$ cat src/rtl/drv_link_pkg.sv
package drv_link_pkg;
    localparam int BYTE_W     = 8;
    localparam int FIELD_W    = 16;
    localparam int CSUM_W     = 4;
    localparam int DATA_BYTES = 9;
    localparam int AREA_BYTES = DATA_BYTES + 1;
    localparam int AREA_W     = AREA_BYTES * BYTE_W;
    localparam int OP_N       = 13;
    localparam int QRY_MAX    = 5;
    localparam logic [BYTE_W-1:0] QRY_BAD = 8'h0F;

    typedef enum logic [3:0] {
        OP_STATUS  = 4'd0,
        OP_STOP    = 4'd1,
        OP_QUERY   = 4'd2,
        OP_READ    = 4'd3,
        OP_SEEK    = 4'd4,
        OP_PAUSE   = 4'd5,
        OP_RESUME  = 4'd6,
        OP_FFWD    = 4'd7,
        OP_REWIND  = 4'd8,
        OP_RECOVER = 4'd9,
        OP_CLOSE   = 4'd10,
        OP_OPEN    = 4'd11,
        OP_UNKNOWN = 4'd12
    } op_e;

    typedef enum logic [0:0] {
        EX_IDLE = 1'b0,
        EX_PACK = 1'b1
    } ex_state_e;

    typedef struct packed {
        logic [BYTE_W-1:0]  ext;
        logic [FIELD_W-1:0] frm;
        logic [FIELD_W-1:0] sec;
        logic [FIELD_W-1:0] min;
        logic [BYTE_W-1:0]  word_hi;
        logic [BYTE_W-1:0]  word_lo;
    } stat_fields_t;
endpackage

$ cat src/rtl/drv_csum.sv
module drv_csum #(
    parameter int NBYTES = 9,
    parameter int SW     = 4
) (
    input  logic [8*NBYTES-1:0] bytes_in,
    output logic [SW-1:0]       csum
);
    logic [SW-1:0] part [0:NBYTES];

    assign part[0] = '0;

    for (genvar gi = 0; gi < NBYTES; gi++) begin : g_lane
        assign part[gi+1] = part[gi] + SW'(bytes_in[8*gi +: 8]);
    end

    assign csum = ~part[NBYTES];
endmodule

$ cat src/rtl/drv_cmd_dec.sv
module drv_cmd_dec
    import drv_link_pkg::*;
(
    input  logic              clk,
    input  logic              rst_n,
    input  logic              cmd_go,
    input  logic [BYTE_W-1:0] cmd_op,
    input  logic [BYTE_W-1:0] cmd_arg,
    output logic [OP_N-1:0]   op_strobe,
    output logic [BYTE_W-1:0] sub_q
);
    op_e               op_sel;
    logic              sub_wr;
    logic [BYTE_W-1:0] sub_nxt;

    always_comb begin
        op_sel  = OP_UNKNOWN;
        sub_wr  = 1'b0;
        sub_nxt = sub_q;
        case (cmd_op)
            8'h00: op_sel = OP_STATUS;
            8'h01: op_sel = OP_STOP;
            8'h02: begin
                sub_wr = 1'b1;
                if (cmd_arg <= BYTE_W'(QRY_MAX)) begin
                    op_sel  = OP_QUERY;
                    sub_nxt = cmd_arg;
                end else begin
                    op_sel  = OP_STATUS;
                    sub_nxt = QRY_BAD;
                end
            end
            8'h03: op_sel = OP_READ;
            8'h04: op_sel = OP_SEEK;
            8'h06: op_sel = OP_PAUSE;
            8'h07: op_sel = OP_RESUME;
            8'h08: op_sel = OP_FFWD;
            8'h09: op_sel = OP_REWIND;
            8'h0A: op_sel = OP_RECOVER;
            8'h0C: op_sel = OP_CLOSE;
            8'h0D: op_sel = OP_OPEN;
            default: op_sel = OP_UNKNOWN;
        endcase
    end

    always_ff @(posedge clk) begin
        if (!rst_n) begin
            op_strobe <= '0;
            sub_q     <= '0;
        end else begin
            op_strobe <= cmd_go ? (OP_N'(1) << op_sel) : '0;
            if (cmd_go && sub_wr) begin
                sub_q <= sub_nxt;
            end
        end
    end

    a_r7_onehot: assert property (@(posedge clk) disable iff (!rst_n)
        $onehot0(op_strobe));

    a_r7_strobe_has_cause: assert property (@(posedge clk) disable iff (!rst_n)
        (|op_strobe) |-> $past(cmd_go));

    a_r10_sub_range: assert property (@(posedge clk) disable iff (!rst_n)
        (sub_q <= BYTE_W'(QRY_MAX)) || (sub_q == QRY_BAD));

    a_r11_sub_hold: assert property (@(posedge clk) disable iff (!rst_n)
        !cmd_go |=> $stable(sub_q));
endmodule

$ cat src/rtl/drv_export.sv
module drv_export
    import drv_link_pkg::*;
(
    input  logic               clk,
    input  logic               rst_n,
    input  logic               exp_go,
    input  logic               irq_en,
    input  logic [BYTE_W-1:0]  st_hi,
    input  logic [FIELD_W-1:0] st_min,
    input  logic [FIELD_W-1:0] st_sec,
    input  logic [FIELD_W-1:0] st_frm,
    input  logic [BYTE_W-1:0]  st_ext,
    input  logic [BYTE_W-1:0]  sub_q,
    input  logic               ctl_we,
    input  logic [BYTE_W-1:0]  ctl_wd,
    output logic [AREA_W-1:0]  area_q,
    output logic               irq_q,
    output logic [BYTE_W-1:0]  ctl_q
);
    localparam logic [AREA_W-1:0] AREA_RST =
        {{(BYTE_W-CSUM_W){1'b0}}, {CSUM_W{1'b1}}, {(DATA_BYTES*BYTE_W){1'b0}}};
    localparam logic [BYTE_W-1:0] CTL_KEEP = 8'h03;

    ex_state_e     state_q, state_d;
    stat_fields_t  stg_q;
    logic          ien_q;
    logic          accept;
    logic [CSUM_W-1:0] csum_w;

    assign accept = (state_q == EX_IDLE) && exp_go;

    drv_csum #(.NBYTES(DATA_BYTES), .SW(CSUM_W)) u_csum (
        .bytes_in (stg_q),
        .csum     (csum_w)
    );

    always_ff @(posedge clk) begin
        if (!rst_n) state_q <= EX_IDLE;
        else        state_q <= state_d;
    end

    always_comb begin
        state_d = state_q;
        unique case (state_q)
            EX_IDLE: state_d = exp_go ? EX_PACK : EX_IDLE;
            EX_PACK: state_d = EX_IDLE;
        endcase
    end

    always_ff @(posedge clk) begin
        if (!rst_n) begin
            stg_q  <= '0;
            ien_q  <= 1'b0;
            area_q <= AREA_RST;
            irq_q  <= 1'b0;
            ctl_q  <= '0;
        end else begin
            irq_q <= 1'b0;
            if (accept) begin
                stg_q <= stat_fields_t'({st_ext, st_frm, st_sec, st_min, st_hi, sub_q});
                ien_q <= irq_en;
            end
            if (state_q == EX_PACK) begin
                area_q <= {{(BYTE_W-CSUM_W){1'b0}}, csum_w, stg_q};
                irq_q  <= ien_q;
            end
            if (ctl_we) begin
                ctl_q <= accept ? (ctl_wd & CTL_KEEP) : ctl_wd;
            end else if (accept) begin
                ctl_q <= ctl_q & CTL_KEEP;
            end
        end
    end

    a_r4_irq_after_pack: assert property (@(posedge clk) disable iff (!rst_n)
        irq_q |-> ($past(state_q) == EX_PACK));

    a_r2_area_holds: assert property (@(posedge clk) disable iff (!rst_n)
        (state_q != EX_PACK) |=> $stable(area_q));

    a_r5_ctl_masked: assert property (@(posedge clk) disable iff (!rst_n)
        (state_q == EX_PACK) |-> (ctl_q[BYTE_W-1:2] == '0));

    a_r6_pack_single: assert property (@(posedge clk) disable iff (!rst_n)
        (state_q == EX_PACK) |=> (state_q == EX_IDLE));
endmodule

$ cat src/rtl/drv_link.sv
module drv_link
    import drv_link_pkg::*;
(
    input  logic               clk,
    input  logic               rst_n,
    input  logic               exp_go,
    input  logic               irq_en,
    input  logic [BYTE_W-1:0]  st_hi,
    input  logic [FIELD_W-1:0] st_min,
    input  logic [FIELD_W-1:0] st_sec,
    input  logic [FIELD_W-1:0] st_frm,
    input  logic [BYTE_W-1:0]  st_ext,
    input  logic               ctl_we,
    input  logic [BYTE_W-1:0]  ctl_wd,
    input  logic               cmd_go,
    input  logic [BYTE_W-1:0]  cmd_op,
    input  logic [BYTE_W-1:0]  cmd_arg,
    output logic [AREA_W-1:0]  stat_area,
    output logic               irq_req,
    output logic [BYTE_W-1:0]  ctl_q,
    output logic [OP_N-1:0]    op_strobe
);
    logic [BYTE_W-1:0] sub_w;

    drv_cmd_dec u_dec (
        .clk       (clk),
        .rst_n     (rst_n),
        .cmd_go    (cmd_go),
        .cmd_op    (cmd_op),
        .cmd_arg   (cmd_arg),
        .op_strobe (op_strobe),
        .sub_q     (sub_w)
    );

    drv_export u_exp (
        .clk    (clk),
        .rst_n  (rst_n),
        .exp_go (exp_go),
        .irq_en (irq_en),
        .st_hi  (st_hi),
        .st_min (st_min),
        .st_sec (st_sec),
        .st_frm (st_frm),
        .st_ext (st_ext),
        .sub_q  (sub_w),
        .ctl_we (ctl_we),
        .ctl_wd (ctl_wd),
        .area_q (stat_area),
        .irq_q  (irq_req),
        .ctl_q  (ctl_q)
    );
endmodule

$ cat config.mk
export PLATFORM = sky130hd
export DESIGN_NAME = drv_link
export DESIGN_NICKNAME = d
export VERILOG_FILES = /design/src/rtl/drv_link_pkg.sv /design/src/rtl/drv_csum.sv /design/src/rtl/drv_cmd_dec.sv /design/src/rtl/drv_export.sv /design/src/rtl/drv_link.sv
export SDC_FILE = /design/constraint.sdc
export NUM_CORES = 1
export LEC_CHECK = 0
export BUFFER_PORTS_ARGS = -buffer_cell sky130_fd_sc_hd__buf_2
export CORE_ASPECT_RATIO = 2
export CORE_UTILIZATION = 52
export CTS_CLUSTER_SIZE = 40
export DETAILED_ROUTE_END_ITERATION = 12
export PLACE_DENSITY_LB_ADDON = 0.25
export SYNTH_ARGS = -nofsm -noshare
export SYNTH_HDL_FRONTEND = slang
export SYNTH_SLANG_ARGS = --single-unit
$ cat constraint.sdc
create_clock -name clk -period 4.8 [get_ports clk]
set_input_delay 0.96 -clock clk [delete_from_list [all_inputs] [get_ports clk]]
set_output_delay 0.96 -clock clk [all_outputs]
set_load 0.02 [all_outputs]
==> results of run 1 <==
-- cells by family after synthesis --
| kind of cell | synth area share, % |
|---|---|
| flops | 52.9 |
| simple gates | 12.5 |
| compound gates | 11.1 |
| mux | 11.7 |
| buf+inv | 4.06 |
| fa+ha+maj | 5.43 |
| xor+xnor | 2.26 |
| other cells | 0.0550 |
-- path summary, 6_finish.rpt --
kind,end,depth (start not counted)
worst max register to register,u_exp.area_q[75]$_SDFFE_PN1P_,12
worst max-delay path,u_exp.area_q[75]$_SDFFE_PN1P_,12
worst min-delay path,u_exp.stg_q[4]$_SDFFE_PN0P_,1
worst min register to register,u_exp.stg_q[4]$_SDFFE_PN0P_,1
-- power groups by stage --
stage / clock, mW / sequential, mW / combinational (mW)
2_1_floorplan: 0 / 1.64 / 0.248
3_3_place_gp: 0 / 1.62 / 0.375
3_5_place_dp: 0 / 1.62 / 0.394
4_1_cts: 1.41 / 1.59 / 0.396
5_1_grt: 1.47 / 1.60 / 0.431
6_report: 1.39 / 1.59 / 0.391
-- synthesized netlist by cell type, drive strengths merged, types with 2 or more instances --
master  count
a21oi       5
a22o       65
and3        7
buf        25
clkbuf     16
dfxtp     180
fa         16
ha          4
inv        23
mux2i      80
nand2      22
nand2b      3
nand3       2
nand3b      2
nand4       2
nor2       19
nor2b      79
nor4        2
o21ai      16
o221a       3
or2         2
xnor2      12
xor2        3
-- per-layer routing --
metal	up-vias	GRT usage [%]	share of wire (%)
li1	2397	-	-
met1	2414	25.3	37
met2	164	44.6	55
met3	33	6.43	4.9
met4	0	11.2	2.6
met5	-	0	0
-- layout by cell type (no fill, tap or decap), types with 2 or more instances in the layout --
| cell | netlist | routed |
|---|---|---|
| clkinv_4 | 0 | 3 |
| clkbuf_16 | 0 | 17 |
| nand2_1 | 22 | 22 |
| a21oi_1 | 5 | 5 |
| buf_4 | 4 | 4 |
| and3_1 | 7 | 6 |
| a22o_1 | 65 | 65 |
| bufinv_16 | 0 | 2 |
| nand4_1 | 2 | 2 |
| nand3_1 | 2 | 2 |
| clkbuf_1 | 16 | 2 |
| nor2b_1 | 78 | 78 |
| dfxtp_1 | 180 | 179 |
| inv_1 | 23 | 23 |
| mux2i_1 | 80 | 80 |
| xor2_1 | 3 | 3 |
| conb_1 | 1 | 4 |
| xnor2_1 | 12 | 12 |
| o221a_2 | 3 | 3 |
| nand2b_1 | 3 | 3 |
| buf_2 | 17 | 191 |
| ha_1 | 4 | 4 |
| nor2_1 | 18 | 18 |
| inv_6 | 0 | 5 |
| fa_1 | 16 | 16 |
| diode_2 | 0 | 2 |
| o21ai_0 | 16 | 16 |
-- registers in the layout, indices dropped and copies added, names as in the netlist --
name / flops
u_exp.area_q: 76
u_dec.sub_q: 8
u_exp.irq_q: 1
u_exp.ctl_q: 8
u_exp.stg_q: 72
u_exp.ien_q: 1
u_exp.state_q: 1
u_dec.op_strobe: 13
-- area by class of cell --
type / instances / area, um^2
antenna: 2 / 5.00
clock buffer: 20 / 447
clock inverter: 12 / 143
fill: 992 / 4290
inverter: 23 / 86.3
multi-input combinational: 359 / 2950
sequential: 180 / 3610
tap: 150 / 188
timing repair buffer: 195 / 986
-- worst max-delay path, stage by stage, from the launching register on --
cell	delay, ns
dfxtp_1	0.35
fa_1	0.56
inv_1	0.06
fa_1	0.50
fa_1	0.55
inv_1	0.06
fa_1	0.48
ha_1	0.22
xor2_1	0.15
xnor2_1	0.22
xnor3_1	0.44
xnor2_1	0.17
o21ai_0	0.09
==> results.sh, run 1 <==
export IMPL_synth_cell_types=42
export IMPL_htree_levels=4
export IMPL_place_congestion=0.811
export IMPL_die_w_um=83.0
export IMPL_cp_startpoint="u_exp.stg_q[2]$_SDFFE_PN0P_"
export IMPL_syn2layout_area_growth_pct=23.4
export IMPL_max_freq_ghz=0.253
export IMPL_cts_root_buffer="clkbuf_16"
export IMPL_fin_cells=941
export IMPL_p_leak_nw=3.75
export IMPL_drt_total_wl_um=16300
export IMPL_hold_path_class="register to register"
export IMPL_worstSetupPathType="register to register"
export IMPL_finalSetupTns_ns=0
export IMPL_tightest_slew_ns=1.09
export IMPL_antenna_found_initial=2
export IMPL_drive_above_1_share_pct=30.4
export IMPL_ant_nets=0
export IMPL_hold_path_startpoint="u_dec.sub_q[4]$_SDFFE_PN0P_"
export IMPL_p_switching_uw=844
export IMPL_fin_worst_skew_ns=0.00637
export IMPL_drv_cap=0
export IMPL_clk_latency_ns=0.42
export IMPL_synthTopCellsByArea="dfxtp_1, mux2i_1, a22o_1"
export IMPL_ys_seq_area_share_pct=52.9
export IMPL_post_cts_resized=0
export IMPL_hold_buffers=0
export IMPL_worst_ir_drop_vdd_v=0.000309
export IMPL_fin_util_pct=66.2
export IMPL_grt_max_degree=91
export IMPL_p_per_area_nw_per_um2=400
export IMPL_boundaryPins=196
export IMPL_async_reset_ff_share_pct=0
export IMPL_p_int_mw=2.52
export IMPL_vias_per_cell=5.32
export IMPL_r2r_slack_ns=0.84
export IMPL_place_inst=907
export IMPL_period_share_pct=82.5
export IMPL_status="finished clean"
export IMPL_final_area_um2=8410
export IMPL_drt_initial_drc_count=187
export IMPL_numCtsBuffers=17
export IMPL_synthCells=600
export IMPL_crit_path_end_kind="register"
export IMPL_cp_arrival_ns=4.26
export IMPL_wl_per_cell_um=17.4
export IMPL_track_usage_pct=24.2
export IMPL_clockPowerShare_pct=41.2
export IMPL_grt_first_pass_wirelength_um=25700
export IMPL_worst_slack_ns=0.841
export IMPL_syn_avg_cell_area_um2=11.4
export IMPL_syn_area_um2=6820
export IMPL_grt_pass1_vias=5077
export IMPL_post_synth_top_area_cell="dfxtp_1"
export IMPL_min_period_ns=3.96
export IMPL_cp_required_ns=5.10
export IMPL_relSlewSlack_pct=27.4
export IMPL_synth_edf_count=0
export IMPL_synth_ff_type="dfxtp_1"
export IMPL_vias=5008
export IMPL_port_buffers=191
export IMPL_pwr_share_seq_pct=47.2
export IMPL_setup_viol=0
export IMPL_clk_pin_slew_ns=0.06
export IMPL_synth_seq_cells=180
export IMPL_pwr_share_comb_pct=11.6
export IMPL_yosysWarnings=0
export IMPL_post_place_ws_ns=0.828
export IMPL_overflow=0
export IMPL_start_util_pct=53.7
export IMPL_synth_top_area_share_pct=52.9
export IMPL_switching_share_pct=25.1
export IMPL_postCtsSetupRepairBufs=0
export IMPL_fin_nets=890
export IMPL_drc=0
export IMPL_startpoint_type="register"
export IMPL_hpwl_um=11700
export IMPL_rows=58
export IMPL_dpl_cell_area_um2=7820
export IMPL_rsz0062_at_grt="no"
export IMPL_cts_num_sinks=180
export IMPL_power_total_mw=3.37
export IMPL_cts_tree="yes"
export IMPL_die_y_um=164
export IMPL_clockBufferDepth=2
export IMPL_firstDrtPassIters=4
export IMPL_r2r_start="u_exp.stg_q[2]$_SDFFE_PN0P_"
export IMPL_coreArea_um2=12700
export IMPL_dieArea_um2=13600
export IMPL_worst_hold_slack_ns=0.469
export IMPL_path_max_fanout=3
export IMPL_hold_violations=0
export IMPL_drv_slew=0
No activity file was read; power rests on OpenSTA's default activity.
==> run 2, diff against run 1 <==
--- a/config.mk
+++ b/config.mk
@@ -7,7 +7,7 @@
 export LEC_CHECK = 0
 export BUFFER_PORTS_ARGS = -buffer_cell sky130_fd_sc_hd__buf_2
 export CORE_ASPECT_RATIO = 2
-export CORE_UTILIZATION = 52
+export CORE_UTILIZATION = 47
 export CTS_CLUSTER_SIZE = 40
 export DETAILED_ROUTE_END_ITERATION = 12
 export PLACE_DENSITY_LB_ADDON = 0.25
==> constraint.sdc (replaced) <==
create_clock -name clk -period 3.2 [get_ports clk]
set_input_delay 0.64 -clock clk [delete_from_list [all_inputs] [get_ports clk]]
set_output_delay 0.64 -clock clk [all_outputs]
set_load 0.02 [all_outputs]
==> run 2 against run 1 <==
Effect of this change: the flow now finishes with violations (setup timing); clock power increased by 42%; die area up 10%; worst setup slack got worse by 1.3 ns; cell area grew 2.4%; final cell count rose by 6.3%; via count is 0.80% higher; largest power group unchanged; maximum frequency rose by 8.9%.
==> results.sh, run 2 (synthesized netlist as in run 1, its figures left out) <==
export IMPL_status="complete, but fails checks"
export IMPL_violations="setup timing"
export IMPL_final_cell_mix="buf_2, dfxtp_1, mux2i_1"
export IMPL_clockPowerShare_pct=39.6
export IMPL_fillCellCount=1226
export IMPL_drc=0
export IMPL_cp_arrival_ns=3.95
export IMPL_hold_violations=0
export IMPL_top_regs="u_exp.area_q (76), u_exp.stg_q (72), u_dec.op_strobe (13)"
export IMPL_max_freq_ghz=0.275
export IMPL_track_usage_pct=22.6
export IMPL_place_congestion=0.784
export IMPL_hpwl_um=12000
export IMPL_min_period_ns=3.63
export IMPL_grt_pass1_vias=5090
export IMPL_setup_viol=1
export IMPL_tightest_slew_ns=0.697
export IMPL_worstSetupPathType="register to register"
export IMPL_drive_above_1_share_pct=33.5
export IMPL_firstDrtPassIters=4
export IMPL_grt_first_pass_wirelength_um=25600
export IMPL_port_buffers=191
export IMPL_numCtsBuffers=17
export IMPL_fin_worst_skew_ns=0.00911
export IMPL_boundaryPins=196
export IMPL_hold_buffers=0
export IMPL_drv_cap=0
export IMPL_clockBufferDepth=2
export IMPL_antenna_found_initial=1
export IMPL_drt_initial_drc_count=176
export IMPL_rsz0062_at_grt="yes"
export IMPL_startpoint_type="register"
export IMPL_pwr_share_comb_pct=12.6
export IMPL_vias_per_cell=5.05
export IMPL_ant_nets=0
export IMPL_regMostFlops="u_exp.area_q"
export IMPL_crit_path_end_kind="register"
export IMPL_cts_num_sinks=180
export IMPL_switching_share_pct=26.1
export IMPL_dieArea_um2=15000
export IMPL_worst_slack_ns=-0.435
export IMPL_die_y_um=172
export IMPL_drt_total_wl_um=16400
export IMPL_htree_levels=4
export IMPL_postCtsSetupRepairBufs=0
export IMPL_p_leak_nw=3.85
export IMPL_drv_slew=0
export IMPL_p_per_area_nw_per_um2=576
export IMPL_syn2layout_area_growth_pct=26.3
export IMPL_p_switching_mw=1.30
export IMPL_relSlewSlack_pct=53.5
export IMPL_rows=61
export IMPL_die_w_um=87.2
export IMPL_clk_latency_ns=0.42
export IMPL_cts_root_buffer="clkbuf_16"
export IMPL_worst_ir_drop_vdd_v=0.000377
export IMPL_p_int_mw=3.67
export IMPL_wl_per_cell_um=16.4
export IMPL_largest_reg_flops=76
export IMPL_period_share_pct=114
export IMPL_grt_max_degree=48
export IMPL_overflow=0
export IMPL_clk_pin_slew_ns=0.07
export IMPL_hold_path_class="input pin to register"
export IMPL_start_util_pct=48.5
export IMPL_vias=5048
export IMPL_dpl_cell_area_um2=8040
export IMPL_pwr_share_seq_pct=47.8
export IMPL_layout_commonest_cell="buf_2"
export IMPL_path_max_fanout=2
export IMPL_final_area_um2=8610
export IMPL_coreArea_um2=14000
export IMPL_cts_tree="yes"
export IMPL_cp_required_ns=3.51
export IMPL_fin_nets=911
export IMPL_post_place_ws_ns=-0.418
-- run 2: critical path, cell delays in order (launching register included) --
cell and delay, ns:
dfxtp_2 0.33, fa_1 0.55, inv_2 0.05, fa_1 0.52, fa_1 0.52, inv_2 0.04
fa_1 0.50, ha_2 0.18, xor2_1 0.17, xnor2_1 0.15, xnor3_1 0.25, xnor2_1 0.18
o21ai_1 0.08
-- run 2: path summary, 6_finish.rpt --
check | start | end | slack (ns) | cells past startpoint
setup reg to reg | u_exp.stg_q[18]$_SDFFE_PN0P_ | u_exp.area_q[75]$_SDFFE_PN1P_ | -0.43 | 12
setup / recovery | u_exp.stg_q[18]$_SDFFE_PN0P_ | u_exp.area_q[75]$_SDFFE_PN1P_ | -0.43 | 12
hold reg to reg | u_dec.sub_q[3]$_SDFFE_PN0P_ | u_exp.stg_q[3]$_SDFFE_PN0P_ | 0.47 | 1
hold / removal | st_ext[7] | u_exp.stg_q[71]$_SDFFE_PN0P_ | 0.42 | 2
-- run 2: what timing repair did --
| item | 4_1_cts | 5_1_grt |
|---|---|---|
| pin swaps | 0 | 9 |
| endpoints found under the setup margin | 1 | 2 |
| hold endpoints to repair | 0 | 0 |
| gates resized for setup | 3 | 5 |
-- run 2: power by group through the flow --
stage	registers, mW	clock network [mW]	logic, mW
finish	2.37	1.97	0.624
global route	2.38	2.10	0.687
CTS	2.37	2.00	0.631
detailed placement	2.42	0	0.625
global placement	2.42	0	0.596
floorplan	2.45	0	0.375
-- run 2: final cells by class --
| cell class | instances | area, um^2 | area share, % |
|---|---|---|---|
| tap | 189 | 236 | 2.75 |
| antenna | 1 | 2.50 | 0.0291 |
| clock inverter | 13 | 116 | 1.35 |
| timing repair buffer | 216 | 1160 | 13.4 |
| clock buffer | 19 | 443 | 5.14 |
| inverter | 23 | 86.3 | 1.00 |
| multi-input combinational | 359 | 2960 | 34.3 |
| sequential | 180 | 3610 | 42.0 |
-- run 2: routing by layer --
metal  wire length, um  GRT usage, %  vias to the layer above
li1                  -             -                     2437
met1              6380          24.0                     2431
met2              8880          41.5                      157
met3               742          5.30                       23
met4               435          10.1                        0
met5                 0             0                        -
-- run 2: through the flow --
stage / hold WS, ns / setup TNS (ns) / utilization (%) / power (mW) / cells
floorplan: 0.426 / -0.233 / - / 2.83 / 603
global placement: 0.449 / -0.318 / 57.2 / 3.01 / 967
detailed placement: 0.458 / -0.418 / 57.2 / 3.05 / 967
CTS: 0.407 / -0.416 / 61.3 / 5.01 / 999
global route: 0.403 / -0.599 / 61.3 / 5.17 / 1000
finish: 0.420 / -0.435 / 61.3 / 4.96 / 1000
==> run 3, diff against run 2 <==
--- a/config.mk
+++ b/config.mk
@@ -10,6 +10,7 @@
 export CORE_UTILIZATION = 47
 export CTS_CLUSTER_SIZE = 40
 export DETAILED_ROUTE_END_ITERATION = 12
+export MAX_ROUTING_LAYER = met4
 export PLACE_DENSITY_LB_ADDON = 0.25
 export SYNTH_ARGS = -nofsm -noshare
 export SYNTH_HDL_FRONTEND = slang
==> run 3 against run 2 <==
Effect of this change: the flow still finishes with violations (setup timing); via count is 0.14% higher; register-to-register slack hardly changed; hold slack better by 0.0037 ns; power barely moved; count of clock-buffer cells in the layout unchanged; largest power group unchanged.
==> results.sh, run 3 (synthesized netlist as in run 1, its figures left out) <==
export IMPL_hold_path_startpoint="st_ext[7]"
export IMPL_vias=5055
export IMPL_ant_nets=0
export IMPL_cts_root_buffer="clkbuf_16"
export IMPL_rsz0062_at_grt="yes"
export IMPL_boundaryPins=196
export IMPL_pwr_share_comb_pct=12.6
export IMPL_fin_nets=911
export IMPL_grt_first_pass_wirelength_um=25600
export IMPL_period_share_pct=114
export IMPL_postCtsSetupRepairBufs=0
export IMPL_hold_path_class="input pin to register"
export IMPL_min_to="u_exp.stg_q[71]$_SDFFE_PN0P_"
export IMPL_track_usage_pct=23.3
export IMPL_top_regs="u_exp.area_q (76), u_exp.stg_q (72), u_dec.op_strobe (13)"
export IMPL_drv_slew=0
export IMPL_fillCellCount=1226
export IMPL_grt_max_degree=48
export IMPL_fin_worst_skew_ns=0.00976
export IMPL_regArea_um2=3610
export IMPL_cp_arrival_ns=3.94
export IMPL_p_switching_mw=1.29
export IMPL_drt_initial_drc_count=201
export IMPL_clockBufferDepth=2
export IMPL_status="complete, but fails checks"
export IMPL_vias_per_cell=5.06
export IMPL_rr_endpoint="u_exp.area_q[75]$_SDFFE_PN1P_"
export IMPL_clockPowerShare_pct=39.5
export IMPL_final_cell_mix="buf_2, dfxtp_1, mux2i_1"
export IMPL_post_place_ws_ns=-0.418
export IMPL_place_inst=967
export IMPL_p_int_mw=3.67
export IMPL_cts_tree="yes"
export IMPL_htree_levels=4
export IMPL_crit_top_cell="fa_1"
export IMPL_pwr_share_seq_pct=47.9
export IMPL_antenna_found_initial=1
export IMPL_startpoint_type="register"
export IMPL_max_freq_ghz=0.275
export IMPL_fin_util_pct=61.3
export IMPL_hold_buffers=0
export IMPL_drive_above_1_share_pct=33.5
export IMPL_p_per_area_nw_per_um2=576
export IMPL_place_congestion=0.794
export IMPL_drt_total_wl_um=16400
export IMPL_worst_ir_drop_vdd_v=0.000371
export IMPL_drv_cap=0
export IMPL_multi_input_area_um2=2960
export IMPL_crit_slowest_cell="fa_1"
export IMPL_cts_num_sinks=180
export IMPL_die_w_um=87.2
export IMPL_numCtsBuffers=17
export IMPL_overflow=0
export IMPL_rows=61
export IMPL_drc=0
export IMPL_layout_commonest_cell="buf_2"
export IMPL_wl_per_cell_um=16.4
export IMPL_largest_reg_flops=76
export IMPL_start_util_pct=48.5
export IMPL_max_stage_delay_ns=0.55
export IMPL_syn2layout_area_growth_pct=26.3
export IMPL_path_max_fanout=2
export IMPL_firstDrtPassIters=4
export IMPL_p_leak_nw=3.85
export IMPL_r2r_start="u_exp.stg_q[18]$_SDFFE_PN0P_"
export IMPL_relSlewSlack_pct=53.4
export IMPL_port_buffers=191
export IMPL_regMostFlops="u_exp.area_q"
export IMPL_worst_slack_ns=-0.434
export IMPL_reg2regPathDepth=12
export IMPL_min_period_ns=3.63
export IMPL_crit_path_end_kind="register"
export IMPL_hold_violations=0
export IMPL_dieArea_um2=15000
export IMPL_tightest_slew_ns=0.698
export IMPL_clk_pin_slew_ns=0.07
export IMPL_die_y_um=172
export IMPL_worstSetupPathType="register to register"
export IMPL_clk_latency_ns=0.42
export IMPL_fin_cells=1000
export IMPL_switching_share_pct=26.1
export IMPL_hpwl_um=12000
export IMPL_cp_required_ns=3.51
export IMPL_r2r_slack_ns=-0.43
export IMPL_grt_pass1_vias=5092
export IMPL_holdPathStages=2
export IMPL_setup_viol=1
export IMPL_coreArea_um2=14000
export IMPL_violations="setup timing"
export IMPL_worstPathCellList="fa_1 > inv_2 > fa_1 > fa_1 > inv_2 > fa_1 > ha_2 > xor2_1 > xnor2_1 > xnor3_1 > xnor2_1 > o21ai_1"
==> run 3: cell counts in the layout (fill, tap and decap cells not counted) <==
No cell type changed its count.
==> run 3: how the worst max path moves through the flow <==
stage / from / endpoint / slack [ns] / cells after the start
finish: u_exp.stg_q[18]$_SDFFE_PN0P_ / u_exp.area_q[75]$_SDFFE_PN1P_ / -0.43 / 12
global route: u_exp.stg_q[18]$_SDFFE_PN0P_ / u_exp.area_q[75]$_SDFFE_PN1P_ / -0.56 / 12
CTS: u_exp.stg_q[26]$_SDFFE_PN0P_ / u_exp.area_q[75]$_SDFFE_PN1P_ / -0.42 / 12
detailed placement: u_exp.stg_q[26]$_SDFFE_PN0P_ / u_exp.area_q[75]$_SDFFE_PN1P_ / -0.42 / 12
global placement: u_exp.stg_q[50]$_SDFFE_PN0P_ / u_exp.area_q[75]$_SDFFE_PN1P_ / -0.32 / 12
floorplan: u_exp.stg_q[50]$_SDFFE_PN0P_ / u_exp.area_q[75]$_SDFFE_PN1P_ / -0.23 / 12
==> run 3: critical path, delay by kind of cell, from the launching register on <==
kind	cells	cell delay, ns
buffers and inverters	2	0.09
AO/OA/AOI/OAI	1	0.08
flip-flops	1	0.33
XOR/XNOR	4	0.75
adder cells (fa/ha/maj)	5	2.26
==> run 3: routing by layer <==
layer  routed length, um  track usage [%]
met5                   0                -
met2                8880             41.5
met3                 621             4.73
met1                6540             24.6
met4                 374             9.84
==> run 3: area by class of cell <==
class / count / area share (%)
Sequential cell: 180 / 42.0
Multi-Input combinational cell: 359 / 34.3
Timing Repair Buffer: 216 / 13.4
Clock buffer: 19 / 5.14
Tap cell: 189 / 2.75
Clock inverter: 13 / 1.35
Inverter: 23 / 1.00
Antenna cell: 1 / 0.0291
==> run 3: stage by stage <==
step | power, mW | TNS, ns | area (um^2) | hold WS [ns]
floorplan | 2.83 | -0.233 | 6830 | 0.426
global placement | 3.01 | -0.318 | 8040 | 0.449
detailed placement | 3.05 | -0.418 | 8040 | 0.458
CTS | 5.01 | -0.416 | 8600 | 0.407
global route | 5.17 | -0.599 | 8610 | 0.402
finish | 4.96 | -0.434 | 8610 | 0.424
==> run 3: repair_timing <==
item                                    in CTS  in global routing
pin swaps                                    0                  9
resized for setup                            3                  5
endpoints found under the setup margin       1                  2
==> run 3: power by group through the flow <==
| stage | Clock, mW | Sequential, mW | Combinational [mW] |
|---|---|---|---|
| 2_1_floorplan | 0 | 2.45 | 0.375 |
| 3_3_place_gp | 0 | 2.42 | 0.596 |
| 3_5_place_dp | 0 | 2.42 | 0.625 |
| 4_1_cts | 2.00 | 2.37 | 0.631 |
| 5_1_grt | 2.10 | 2.38 | 0.686 |
| 6_report | 1.96 | 2.37 | 0.624 |
